### src/rtl/wwdog_pkg.sv
package wwdog_pkg;

    localparam logic [31:0] SERVICE_KEY = 32'h0000_5AA5;

    localparam logic [4:0] OFS_RELOAD = 5'h00;
    localparam logic [4:0] OFS_CTRL   = 5'h04;
    localparam logic [4:0] OFS_IE     = 5'h08;
    localparam logic [4:0] OFS_STAT   = 5'h0C;
    localparam logic [4:0] OFS_COUNT  = 5'h10;

    localparam int CTRL_EN_BIT   = 0;
    localparam int CTRL_SEL_LSB  = 8;
    localparam int CTRL_WIN_LSB  = 16;
    localparam int CTRL_DRUN_BIT = 31;

    localparam int STAT_IF_BIT = 0;
    localparam int STAT_RF_BIT = 1;

    typedef enum logic [1:0] {
        WD_OFF   = 2'd0,
        WD_ARMED = 2'd1,
        WD_BITE  = 2'd2
    } wd_state_e;

endpackage

### src/rtl/wwdog_prescale.sv
module wwdog_prescale #(
    parameter int SEL_W = 4,
    parameter int PS_W  = (1 << SEL_W) - 1
) (
    input  logic             clk,
    input  logic             rst_n,
    input  logic             clr,
    input  logic             run,
    input  logic [SEL_W-1:0] sel,
    output logic             tick
);
    logic [PS_W-1:0] pre_q;
    logic [PS_W-1:0] mask;

    // low sel bits all ones marks the end of a 2^sel period
    assign mask = (PS_W'(1) << sel) - PS_W'(1);
    assign tick = run && ((pre_q & mask) == mask);

    always_ff @(posedge clk or negedge rst_n) begin
        if (!rst_n) begin
            pre_q <= '0;
        end else if (clr) begin
            pre_q <= '0;
        end else if (run) begin
            pre_q <= pre_q + PS_W'(1);
        end
    end
endmodule

### src/rtl/wwdog_regs.sv
module wwdog_regs
    import wwdog_pkg::*;
#(
    parameter int ADDR_W = 5,
    parameter int CNT_W  = 6,
    parameter int SEL_W  = 4
) (
    input  logic              clk,
    input  logic              rst_n,
    input  logic              flag_por_n,
    input  logic [ADDR_W-1:0] bus_addr,
    input  logic              bus_wr,
    input  logic [31:0]       bus_wdata,
    output logic [31:0]       bus_rdata,
    input  logic [CNT_W-1:0]  cnt,
    input  logic              set_if,
    input  logic              set_rf,
    output logic              en,
    output logic [SEL_W-1:0]  psel,
    output logic [CNT_W-1:0]  win,
    output logic              dbg_run,
    output logic              ie,
    output logic              if_flag,
    output logic              rf_flag,
    output logic              key_wr
);
    logic wr_ctrl, wr_ie, wr_stat;

    assign wr_ctrl = bus_wr && (bus_addr == ADDR_W'(OFS_CTRL));
    assign wr_ie   = bus_wr && (bus_addr == ADDR_W'(OFS_IE));
    assign wr_stat = bus_wr && (bus_addr == ADDR_W'(OFS_STAT));
    assign key_wr  = bus_wr && (bus_addr == ADDR_W'(OFS_RELOAD))
                     && (bus_wdata == SERVICE_KEY);

    always_ff @(posedge clk or negedge rst_n) begin
        if (!rst_n) begin
            en      <= 1'b0;
            psel    <= '0;
            win     <= '0;
            dbg_run <= 1'b0;
            ie      <= 1'b0;
        end else begin
            if (wr_ctrl) begin
                en      <= bus_wdata[CTRL_EN_BIT];
                psel    <= bus_wdata[CTRL_SEL_LSB +: SEL_W];
                win     <= bus_wdata[CTRL_WIN_LSB +: CNT_W];
                dbg_run <= bus_wdata[CTRL_DRUN_BIT];
            end
            if (wr_ie) begin
                ie <= bus_wdata[0];
            end
        end
    end

    // interrupt flag: set wins over a same-cycle clear
    always_ff @(posedge clk or negedge rst_n) begin
        if (!rst_n) begin
            if_flag <= 1'b0;
        end else if (set_if) begin
            if_flag <= 1'b1;
        end else if (wr_stat && bus_wdata[STAT_IF_BIT]) begin
            if_flag <= 1'b0;
        end
    end

    // reset flag: on the power-on domain only
    always_ff @(posedge clk or negedge flag_por_n) begin
        if (!flag_por_n) begin
            rf_flag <= 1'b0;
        end else if (set_rf) begin
            rf_flag <= 1'b1;
        end else if (wr_stat && bus_wdata[STAT_RF_BIT]) begin
            rf_flag <= 1'b0;
        end
    end

    always_comb begin
        bus_rdata = '0;
        unique case (bus_addr)
            ADDR_W'(OFS_CTRL): begin
                bus_rdata[CTRL_EN_BIT]               = en;
                bus_rdata[CTRL_SEL_LSB +: SEL_W]     = psel;
                bus_rdata[CTRL_WIN_LSB +: CNT_W]     = win;
                bus_rdata[CTRL_DRUN_BIT]             = dbg_run;
            end
            ADDR_W'(OFS_IE):    bus_rdata[0] = ie;
            ADDR_W'(OFS_STAT): begin
                bus_rdata[STAT_IF_BIT] = if_flag;
                bus_rdata[STAT_RF_BIT] = rf_flag;
            end
            ADDR_W'(OFS_COUNT): bus_rdata[CNT_W-1:0] = cnt;
            default:            bus_rdata = '0;
        endcase
    end
endmodule

### src/rtl/wwdog_fsm.sv
module wwdog_fsm
    import wwdog_pkg::*;
#(
    parameter int CNT_W = 6
) (
    input  logic             clk,
    input  logic             rst_n,
    input  logic             en,
    input  logic             tick,
    input  logic             key_wr,
    input  logic [CNT_W-1:0] win,
    output logic [CNT_W-1:0] cnt,
    output wd_state_e        state,
    output logic             pre_clr,
    output logic             set_if,
    output logic             set_rf,
    output logic             bite
);
    localparam logic [CNT_W-1:0] CNT_TOP = '1;

    wd_state_e        st_n;
    logic [CNT_W-1:0] cnt_n;
    logic [CNT_W-1:0] cnt_dec;

    assign cnt_dec = cnt - CNT_W'(1);

    always_ff @(posedge clk or negedge rst_n) begin
        if (!rst_n) begin
            state <= WD_OFF;
            cnt   <= '0;
        end else begin
            state <= st_n;
            cnt   <= cnt_n;
        end
    end

    always_comb begin
        st_n    = state;
        cnt_n   = cnt;
        pre_clr = 1'b0;
        set_if  = 1'b0;
        set_rf  = 1'b0;
        unique case (state)
            WD_OFF: begin
                if (en) begin                       // start
                    st_n    = WD_ARMED;
                    cnt_n   = CNT_TOP;
                    pre_clr = 1'b1;
                end
            end
            WD_ARMED: begin
                if (!en) begin                      // stop
                    st_n = WD_OFF;
                end else if (key_wr) begin
                    if (cnt <= win) begin           // service
                        cnt_n   = CNT_TOP;
                        pre_clr = 1'b1;
                    end else begin                  // early_fault
                        st_n   = WD_BITE;
                        set_rf = 1'b1;
                    end
                end else if (tick) begin
                    cnt_n = cnt_dec;
                    if (cnt_dec == win) begin
                        set_if = 1'b1;
                    end
                    if (cnt_dec == '0) begin        // expire
                        st_n   = WD_BITE;
                        set_rf = 1'b1;
                    end
                end
            end
            WD_BITE: begin                          // rearm / halt
                cnt_n   = CNT_TOP;
                pre_clr = 1'b1;
                st_n    = en ? WD_ARMED : WD_OFF;
            end
            default: begin
                st_n = WD_OFF;
            end
        endcase
    end

    always_comb begin
        bite = (state == WD_BITE);
    end
endmodule

### src/rtl/wwdog_top.sv
module wwdog_top
    import wwdog_pkg::*;
#(
    parameter int ADDR_W = 5,
    parameter int CNT_W  = 6,
    parameter int SEL_W  = 4
) (
    input  logic              clk,
    input  logic              rst_n,
    input  logic              flag_por_n,
    input  logic [ADDR_W-1:0] bus_addr,
    input  logic              bus_wr,
    input  logic [31:0]       bus_wdata,
    output logic [31:0]       bus_rdata,
    input  logic              dbg_halt,
    output logic              irq,
    output logic              sys_rst_req
);
    localparam int PS_W = (1 << SEL_W) - 1;

    logic             en, dbg_run, ie, if_flag, rf_flag, key_wr;
    logic [SEL_W-1:0] psel;
    logic [CNT_W-1:0] win, cnt_q;
    logic             tick, pre_clr, set_if, set_rf, armed, run;
    wd_state_e        state;

    wwdog_regs #(.ADDR_W(ADDR_W), .CNT_W(CNT_W), .SEL_W(SEL_W)) u_regs (
        .clk(clk), .rst_n(rst_n), .flag_por_n(flag_por_n),
        .bus_addr(bus_addr), .bus_wr(bus_wr), .bus_wdata(bus_wdata),
        .bus_rdata(bus_rdata), .cnt(cnt_q), .set_if(set_if), .set_rf(set_rf),
        .en(en), .psel(psel), .win(win), .dbg_run(dbg_run), .ie(ie),
        .if_flag(if_flag), .rf_flag(rf_flag), .key_wr(key_wr)
    );

    assign armed = (state == WD_ARMED);
    assign run   = armed && (!dbg_halt || dbg_run);

    wwdog_prescale #(.SEL_W(SEL_W), .PS_W(PS_W)) u_pre (
        .clk(clk), .rst_n(rst_n), .clr(pre_clr), .run(run),
        .sel(psel), .tick(tick)
    );

    wwdog_fsm #(.CNT_W(CNT_W)) u_fsm (
        .clk(clk), .rst_n(rst_n), .en(en), .tick(tick), .key_wr(key_wr),
        .win(win), .cnt(cnt_q), .state(state), .pre_clr(pre_clr),
        .set_if(set_if), .set_rf(set_rf), .bite(sys_rst_req)
    );

    assign irq = if_flag && ie;
endmodule

### config.mk
export PLATFORM = sky130hd
export DESIGN_NAME = wwdog_top
export DESIGN_NICKNAME = d
export VERILOG_FILES = /design/src/rtl/wwdog_pkg.sv /design/src/rtl/wwdog_prescale.sv /design/src/rtl/wwdog_regs.sv /design/src/rtl/wwdog_fsm.sv /design/src/rtl/wwdog_top.sv
export SDC_FILE = /design/constraint.sdc
export NUM_CORES = 1
export LEC_CHECK = 0
export ABC_AREA = 1
export CAP_MARGIN = 10
export CORE_MARGIN = 3
export CORE_UTILIZATION = 65
export DETAILED_ROUTE_END_ITERATION = 12
export DONT_BUFFER_PORTS = 1
export PLACE_DENSITY = 0.81
export SETUP_SLACK_MARGIN = 0.1
export SLEW_MARGIN = 0
export SYNTH_ARGS = -nofsm -noshare
export SYNTH_HDL_FRONTEND = slang
export SYNTH_SLANG_ARGS = --single-unit
### constraint.sdc
create_clock -name clk -period 5.1 [get_ports clk]
set_input_delay 1.02 -clock clk [delete_from_list [all_inputs] [get_ports clk]]
set_output_delay 1.02 -clock clk [all_outputs]
set_load 0.005 [all_outputs]
# Word-level counts from Yosys, hierarchy flattened
# Cells that the tools add are included.
totals:
  inputBits: 42
  out_inout_bits: 34
  ff_bits: 38
  elab_cells: 95
classes:
  muxes: 42
  n_reduce_logical: 21
  bitwise_logic: 1
  shifts: 1
  add_sub_neg: 3
  eq_ne: 16
  order_cmp: 1
op_table:
  columns: ["operator", "n"]
  rows:
  - ["6-bit 2-to-1 mux", 6]
  - ["32-bit by 15-bit equality test with 1-bit output (second input constant)", 1]
  - ["15-bit 2-to-1 mux", 2]
  - ["1-bit 2-to-1 mux", 21]
  - ["6-bit case mux with 3 select lines", 1]
  - ["15-bit by 1-bit adder with 15-bit output (second input constant)", 1]
  - ["15-bit AND", 1]
  - ["15-bit equality test", 1]
  - ["1-bit by 4-bit << shifter with 15-bit output (first input constant)", 1]
  - ["15-bit by 2-bit subtractor with 15-bit output (second input constant)", 1]
  - ["2-bit 2-to-1 mux", 6]
  - ["5-bit by 4-bit equality test with 1-bit output (second input constant)", 2]
  - ["1-bit logical AND", 10]
  - ["4-bit 2-to-1 mux", 2]
  - ["4-bit inequality test (second input constant)", 2]
  - ["6-bit equality test", 1]
  - ["6-bit less-or-equal comparator", 1]
  - ["6-bit logical NOT", 1]
  - ["2-bit case mux with 3 select lines", 1]
  - ["2-bit nonzero test", 3]
  - ["6-bit by 1-bit subtractor with 6-bit output (second input constant)", 1]
  - ["5-bit by 3-bit equality test with 1-bit output (second input constant)", 1]
  - ["5-bit equality test (second input constant)", 1]
  - ["5-bit logical NOT", 1]
  - ["other kinds (16)", 16]

# Logic depth before layout (Yosys ltp)
depth:
  depth_word: 10
  ltp_mapped: 17
  depth_no_buf: 16

# Cells and area by module
# From an unflattened synthesis, not the netlist that was laid out.
hier_totals:
  hier_cells: 455
  hier_area_um2: 3076.7
by_module_without_submodules:
  columns: ["module", "n_inst", "cells_per_inst", "seq_area_each_um2", "area_each_um2"]
  rows:
  - ["wwdog_prescale", 1, 170, 375.4, 1124.8]
  - ["wwdog_regs", 1, 161, 375.4, 1106.1]
  - ["wwdog_fsm", 1, 117, 200.2, 819.5]
  - ["wwdog_top", 1, 7, 0.0, 26.3]

# Least setup slack after synthesis
# No wires, ideal clock.
synth_timing:
  path_type: "input -> output"
  startpoint: "in bus_addr[1]"
  endpoint: "out bus_rdata[10]"
  setup_slack_ps: 2191
  n_path_buf: 1
  cell_stages: 6
  arrival_ps: 1889
  t_required_ps: 4080
  cell_sequence: "nor2_1 > inv_1 > nor4_1 > inv_1 > clkbuf_1 > nor2_1"
synth_between:
  elab_chain_cells: 2
synth_rtl:
  columns: ["item", "line_no", "text"]
  rows:
  - ["start, declared", "wwdog_top.sv:11", "input logic [ADDR_W-1:0] bus_addr,"]
  - ["5-bit by 3-bit equality test with 1-bit output", "wwdog_regs.sv:79", "unique case (bus_addr)"]
  - ["4-bit 2-to-1 mux", "wwdog_regs.sv:79", null]
  - ["end, declared", "wwdog_top.sv:14", "output logic [31:0] bus_rdata,"]
# No other way between the ends.

# Worst setup path after layout
layout_timing:
  startpoint: "in bus_addr[1]"
  endpoint: "out bus_rdata[11]"
# The elaborated chain is that of the path after synthesis.

==> impl_results.html <==
<table>
<tr><th>Metric</th><th>Value</th></tr>
<tr><th colspan="2">Floorplanning</th></tr>
<tr><td>Die area</td><td>5410 um^2</td></tr>
<tr><td>Width of the die</td><td>73.56 um</td></tr>
<tr><td>Top-level port count</td><td>76</td></tr>
<tr><td>Placeable Area</td><td>4202 um^2</td></tr>
<tr><td>Total number of placement rows</td><td>23</td></tr>
<tr><td>Die height</td><td>73.56 um</td></tr>
<tr><td>Initial Utilization</td><td>70.61%</td></tr>
<tr><th colspan="2">Clock network</th></tr>
<tr><td>Clock tree from TritonCTS</td><td>built</td></tr>
<tr><td>Clock input transition at the sequential cells of the worst setup and hold paths</td><td>70 ps</td></tr>
<tr><td>Number of buffers inserted during clock tree synthesis</td><td>5</td></tr>
<tr><td>TritonCTS sink count</td><td>38</td></tr>
<tr><td>Hold-fix buffers, CTS</td><td>0</td></tr>
<tr><td>Buffer cell driving the clock tree root</td><td>sky130_fd_sc_hd__clkbuf_8</td></tr>
<tr><td>Later-pin clock latency in the skew report</td><td>290 ps</td></tr>
<tr><td>Longest Clk Path Bufs</td><td>2</td></tr>
<tr><td>Number of setup buffers added after CTS</td><td>0</td></tr>
<tr><td>Maximum level of the CTS H-tree</td><td>2</td></tr>
<tr><td>Post-cts gate resize count</td><td>0</td></tr>
<tr><th colspan="2">Worst setup path</th></tr>
<tr><td>Cell with the largest stage delay on the worst path</td><td>sky130_fd_sc_hd__nor4_1</td></tr>
<tr><td>Critical Path Sink Type</td><td>output pin</td></tr>
<tr><td>Reg2reg start</td><td>u_regs.psel[3]</td></tr>
<tr><td>Largest fanout on the critical path</td><td>11</td></tr>
<tr><td>Arrival @ worst endpoint</td><td>2080 ps</td></tr>
<tr><td>Levels on crit path</td><td>5</td></tr>
<tr><td>R2R cell count</td><td>16</td></tr>
<tr><td>Terminus of the critical flop-to-flop path</td><td>u_fsm.cnt[1]</td></tr>
<tr><td>Critical Path Start</td><td>bus_addr[1]</td></tr>
<tr><td>Capturing instance or port of the critical path</td><td>bus_rdata[11]</td></tr>
<tr><td>Startpoint type of the worst setup path</td><td>input port</td></tr>
<tr><td>Register-to-Register Setup Slack</td><td>2800 ps</td></tr>
<tr><td>CP Cell Sequence</td><td>nor2_1, inv_1, nor4_1, inv_1, nor2_1</td></tr>
<tr><td>Delay of the slowest cell on the worst path</td><td>330 ps</td></tr>
<tr><td>Crit-path leading delay family</td><td>simple AND/OR/NAND/NOR gates</td></tr>
<tr><td>CP Buf/Inv Count</td><td>2</td></tr>
<tr><td>Kind of critical path</td><td>in -&gt; out</td></tr>
<tr><td>Critical path data required time</td><td>4080 ps</td></tr>
<tr><th colspan="2">Synthesis</th></tr>
<tr><td>Cell types with the largest area share after synthesis</td><td>sky130_fd_sc_hd__dfrtp_1 (32%), sky130_fd_sc_hd__nand2_1 (12%), sky130_fd_sc_hd__nor2_1 (11%), sky130_fd_sc_hd__inv_1 (7.1%), sky130_fd_sc_hd__nand3_1 (5.7%)</td></tr>
<tr><td>Gate count after technology mapping</td><td>446</td></tr>
<tr><td>Distinct cell type count of the synthesized netlist</td><td>35</td></tr>
<tr><td>Sequential cell area fraction in the yosys report</td><td>32.05%</td></tr>
<tr><td>EDFF count, synth</td><td>0</td></tr>
<tr><td>Most instantiated cells after synthesis</td><td>sky130_fd_sc_hd__nand2_1 (94), sky130_fd_sc_hd__nor2_1 (83), sky130_fd_sc_hd__inv_1 (56), sky130_fd_sc_hd__dfrtp_1 (38), sky130_fd_sc_hd__nand3_1 (34)</td></tr>
<tr><td>Post-synthesis average cell area</td><td>6.652 um^2</td></tr>
<tr><td>Flops &amp; latches, synth</td><td>38</td></tr>
<tr><td>Primary flip-flop cell chosen by synthesis mapping</td><td>sky130_fd_sc_hd__dfrtp_1</td></tr>
<tr><td>Post-synth design cell area</td><td>2967 um^2</td></tr>
<tr><td>Count leader, synth</td><td>sky130_fd_sc_hd__nand2_1</td></tr>
<tr><td>Synth warn</td><td>0</td></tr>
<tr><td>Fraction of synthesized cell area taken by the top area cell type</td><td>32.05%</td></tr>
<tr><td>Library cell occupying the most area in the post-synthesis netlist</td><td>sky130_fd_sc_hd__dfrtp_1</td></tr>
<tr><td>Proportion of synthesized flip-flops having asynchronous set or reset</td><td>100.0%</td></tr>
<tr><th colspan="2">Route</th></tr>
<tr><td>Vias after detailed routing</td><td>2714</td></tr>
<tr><td>First DRT Iteration DRCs</td><td>162</td></tr>
<tr><td>DR DRC count</td><td>0</td></tr>
<tr><td>Wire length after detailed routing</td><td>6.704 mm</td></tr>
<tr><td>Router iterations before antenna repair</td><td>4</td></tr>
<tr><td>Remaining number of nets flagged by the antenna check after routing</td><td>0</td></tr>
<tr><td>Final routed wire length divided by cell count</td><td>13.54 um</td></tr>
<tr><td>Per-cell via count in the routed design</td><td>5.483</td></tr>
<tr><th colspan="2">Timing</th></tr>
<tr><td>Transition time at the pin with the least slew margin</td><td>731.8 ps</td></tr>
<tr><td>Final period util</td><td>60.79%</td></tr>
<tr><td>Final number of setup-violating endpoints</td><td>0</td></tr>
<tr><td>RSZ-0062 raised after global routing</td><td>no</td></tr>
<tr><td>Number of max-slew violations in the final report</td><td>0</td></tr>
<tr><td>TNS Setup</td><td>0 ps</td></tr>
<tr><td>FMAX</td><td>322.6 MHz</td></tr>
<tr><td>Count of final hold-check violations</td><td>0</td></tr>
<tr><td>Time the final worst path needs with I/O delays and setup</td><td>3100 ps</td></tr>
<tr><td>Worst rel slew slack</td><td>51.09%</td></tr>
<tr><td>Worst setup skew after layout</td><td>5.641 ps</td></tr>
<tr><td>Final critical-path setup slack</td><td>2000 ps</td></tr>
<tr><th colspan="2">Layout</th></tr>
<tr><td>Fillers</td><td>380</td></tr>
<tr><td>Nets</td><td>498</td></tr>
<tr><td>Proportion of layout cells with a drive suffix above 1</td><td>6.517%</td></tr>
<tr><td>ANT cells</td><td>0</td></tr>
<tr><td>Multi-input gate area</td><td>1692 um^2</td></tr>
<tr><td>Area growth syn-to-layout</td><td>1.814%</td></tr>
<tr><td>Area of all sequential standard cells</td><td>950.9 um^2</td></tr>
<tr><th colspan="2">Global routing</th></tr>
<tr><td>Number of global-route vias before repair</td><td>2383</td></tr>
<tr><td>Maximum number of pins on one net before global-route repair</td><td>38</td></tr>
<tr><td>First-pass GRT wire length</td><td>11.17 mm</td></tr>
<tr><td>Initial antenna violation count</td><td>0</td></tr>
<tr><td>GRT Residual Overflow</td><td>0</td></tr>
<tr><td>Total global routing track utilization</td><td>26.58%</td></tr>
<tr><th colspan="2">Placement</th></tr>
<tr><td>Final HPWL DP</td><td>5.277 mm</td></tr>
<tr><td>Total of buffers placed on input and output ports</td><td>0</td></tr>
<tr><td>RePlAce Congestion</td><td>0.9189</td></tr>
<tr><td>Placement-stage worst setup slack</td><td>1980 ps</td></tr>
<tr><th colspan="2">Hold path</th></tr>
<tr><td>Type of the worst min-delay path</td><td>in -&gt; async</td></tr>
<tr><th colspan="2">Power and ir drop</th></tr>
<tr><td>Total leakage power</td><td>1.488 nW</td></tr>
<tr><td>Highest ir drop seen on vdd</td><td>260.0 uV</td></tr>
<tr><td>Power Dens Cells</td><td>405.4 nW/um^2</td></tr>
<tr><th colspan="2">Outcome</th></tr>
<tr><td>Status</td><td>finished, final reports clean</td></tr>
<tr><th colspan="2">Run</th></tr>
<tr><td>Total of max-cap violations</td><td>0</td></tr>
</table>
==> area by class of cell <==
cell class,instances,share of cell area [%]
clock buffer,6,2.734
inverter,62,7.705
multi-input combinational,339,56.01
sequential,38,31.48
tap,50,2.071
==> state kept, by name, summed over array words and instances, names as in the netlist <==
signal / cells
u_regs.psel: 4
u_regs.win: 6
u_fsm.state: 2
u_regs.rf_flag: 1
u_regs.dbg_run: 1
u_fsm.cnt: 6
u_regs.en: 1
u_pre.pre_q: 15
u_regs.if_flag: 1
u_regs.ie: 1
==> cell families after synthesis <==
kind of cell | synth area share, %
simple gates | 40.11
fa+ha+maj | 4.218
compound gates | 7.254
xor+xnor | 3.543
flops | 32.05
buf+inv | 12.69
other cells | 0.1264
==> cell usage in the layout (no fill, tap or decap), types with 12 or more instances in the layout <==
cell                      instances
sky130_fd_sc_hd__nor2_1          83
sky130_fd_sc_hd__nand4_1         18
sky130_fd_sc_hd__inv_1           56
sky130_fd_sc_hd__a21oi_1         21
sky130_fd_sc_hd__nand3_1         34
sky130_fd_sc_hd__nand2_1         94
sky130_fd_sc_hd__dfrtp_1         38
sky130_fd_sc_hd__xor2_1          12
sky130_fd_sc_hd__conb_1          15
==> where the power goes <==
part / total (mW) / internal [mW] / switching (mW)
logic: 0.567 / 0.196 / 0.370
registers: 0.454 / 0.370 / 0.0836
clock network: 0.204 / 0.104 / 0.0998
==> stage by stage <==
stage / hold WS, ps / total power [mW] / area (um^2) / util, % / instances
global placement: 508.5 / 0.9962 / 2938 / 69.92 / 489
CTS: 411.7 / 1.220 / 3020 / 71.89 / 495
detailed placement: 513.6 / 1.012 / 2938 / 69.92 / 489
floorplan: 469.2 / 0.9055 / 3019 / - / 460
finish: 418.9 / 1.224 / 3020 / 71.89 / 495
global route: 395.2 / 1.339 / 3020 / 71.89 / 495
==> metal layers <==
layer	GRT usage [%]	vias up	wire length, um
met5	0	-	0
met3	4.241	9	436
met4	6.640	0	70
li1	-	1391	-
met1	38.79	1208	3174
met2	41.04	106	3023
==> worst min path at each step <==
stage,to,slack [ps],from,cells past startpoint
floorplan,u_fsm.cnt[1],470,u_fsm.cnt[1],2
global placement,u_regs.ie,510,u_regs.ie,2
global route,u_regs.rf_flag,400,flag_por_n,0
finish,u_fsm.cnt[5],420,rst_n,0
detailed placement,u_regs.rf_flag,510,u_regs.rf_flag,2
CTS,u_fsm.cnt[5],410,rst_n,0
Power figures use the tool's default switching activity.
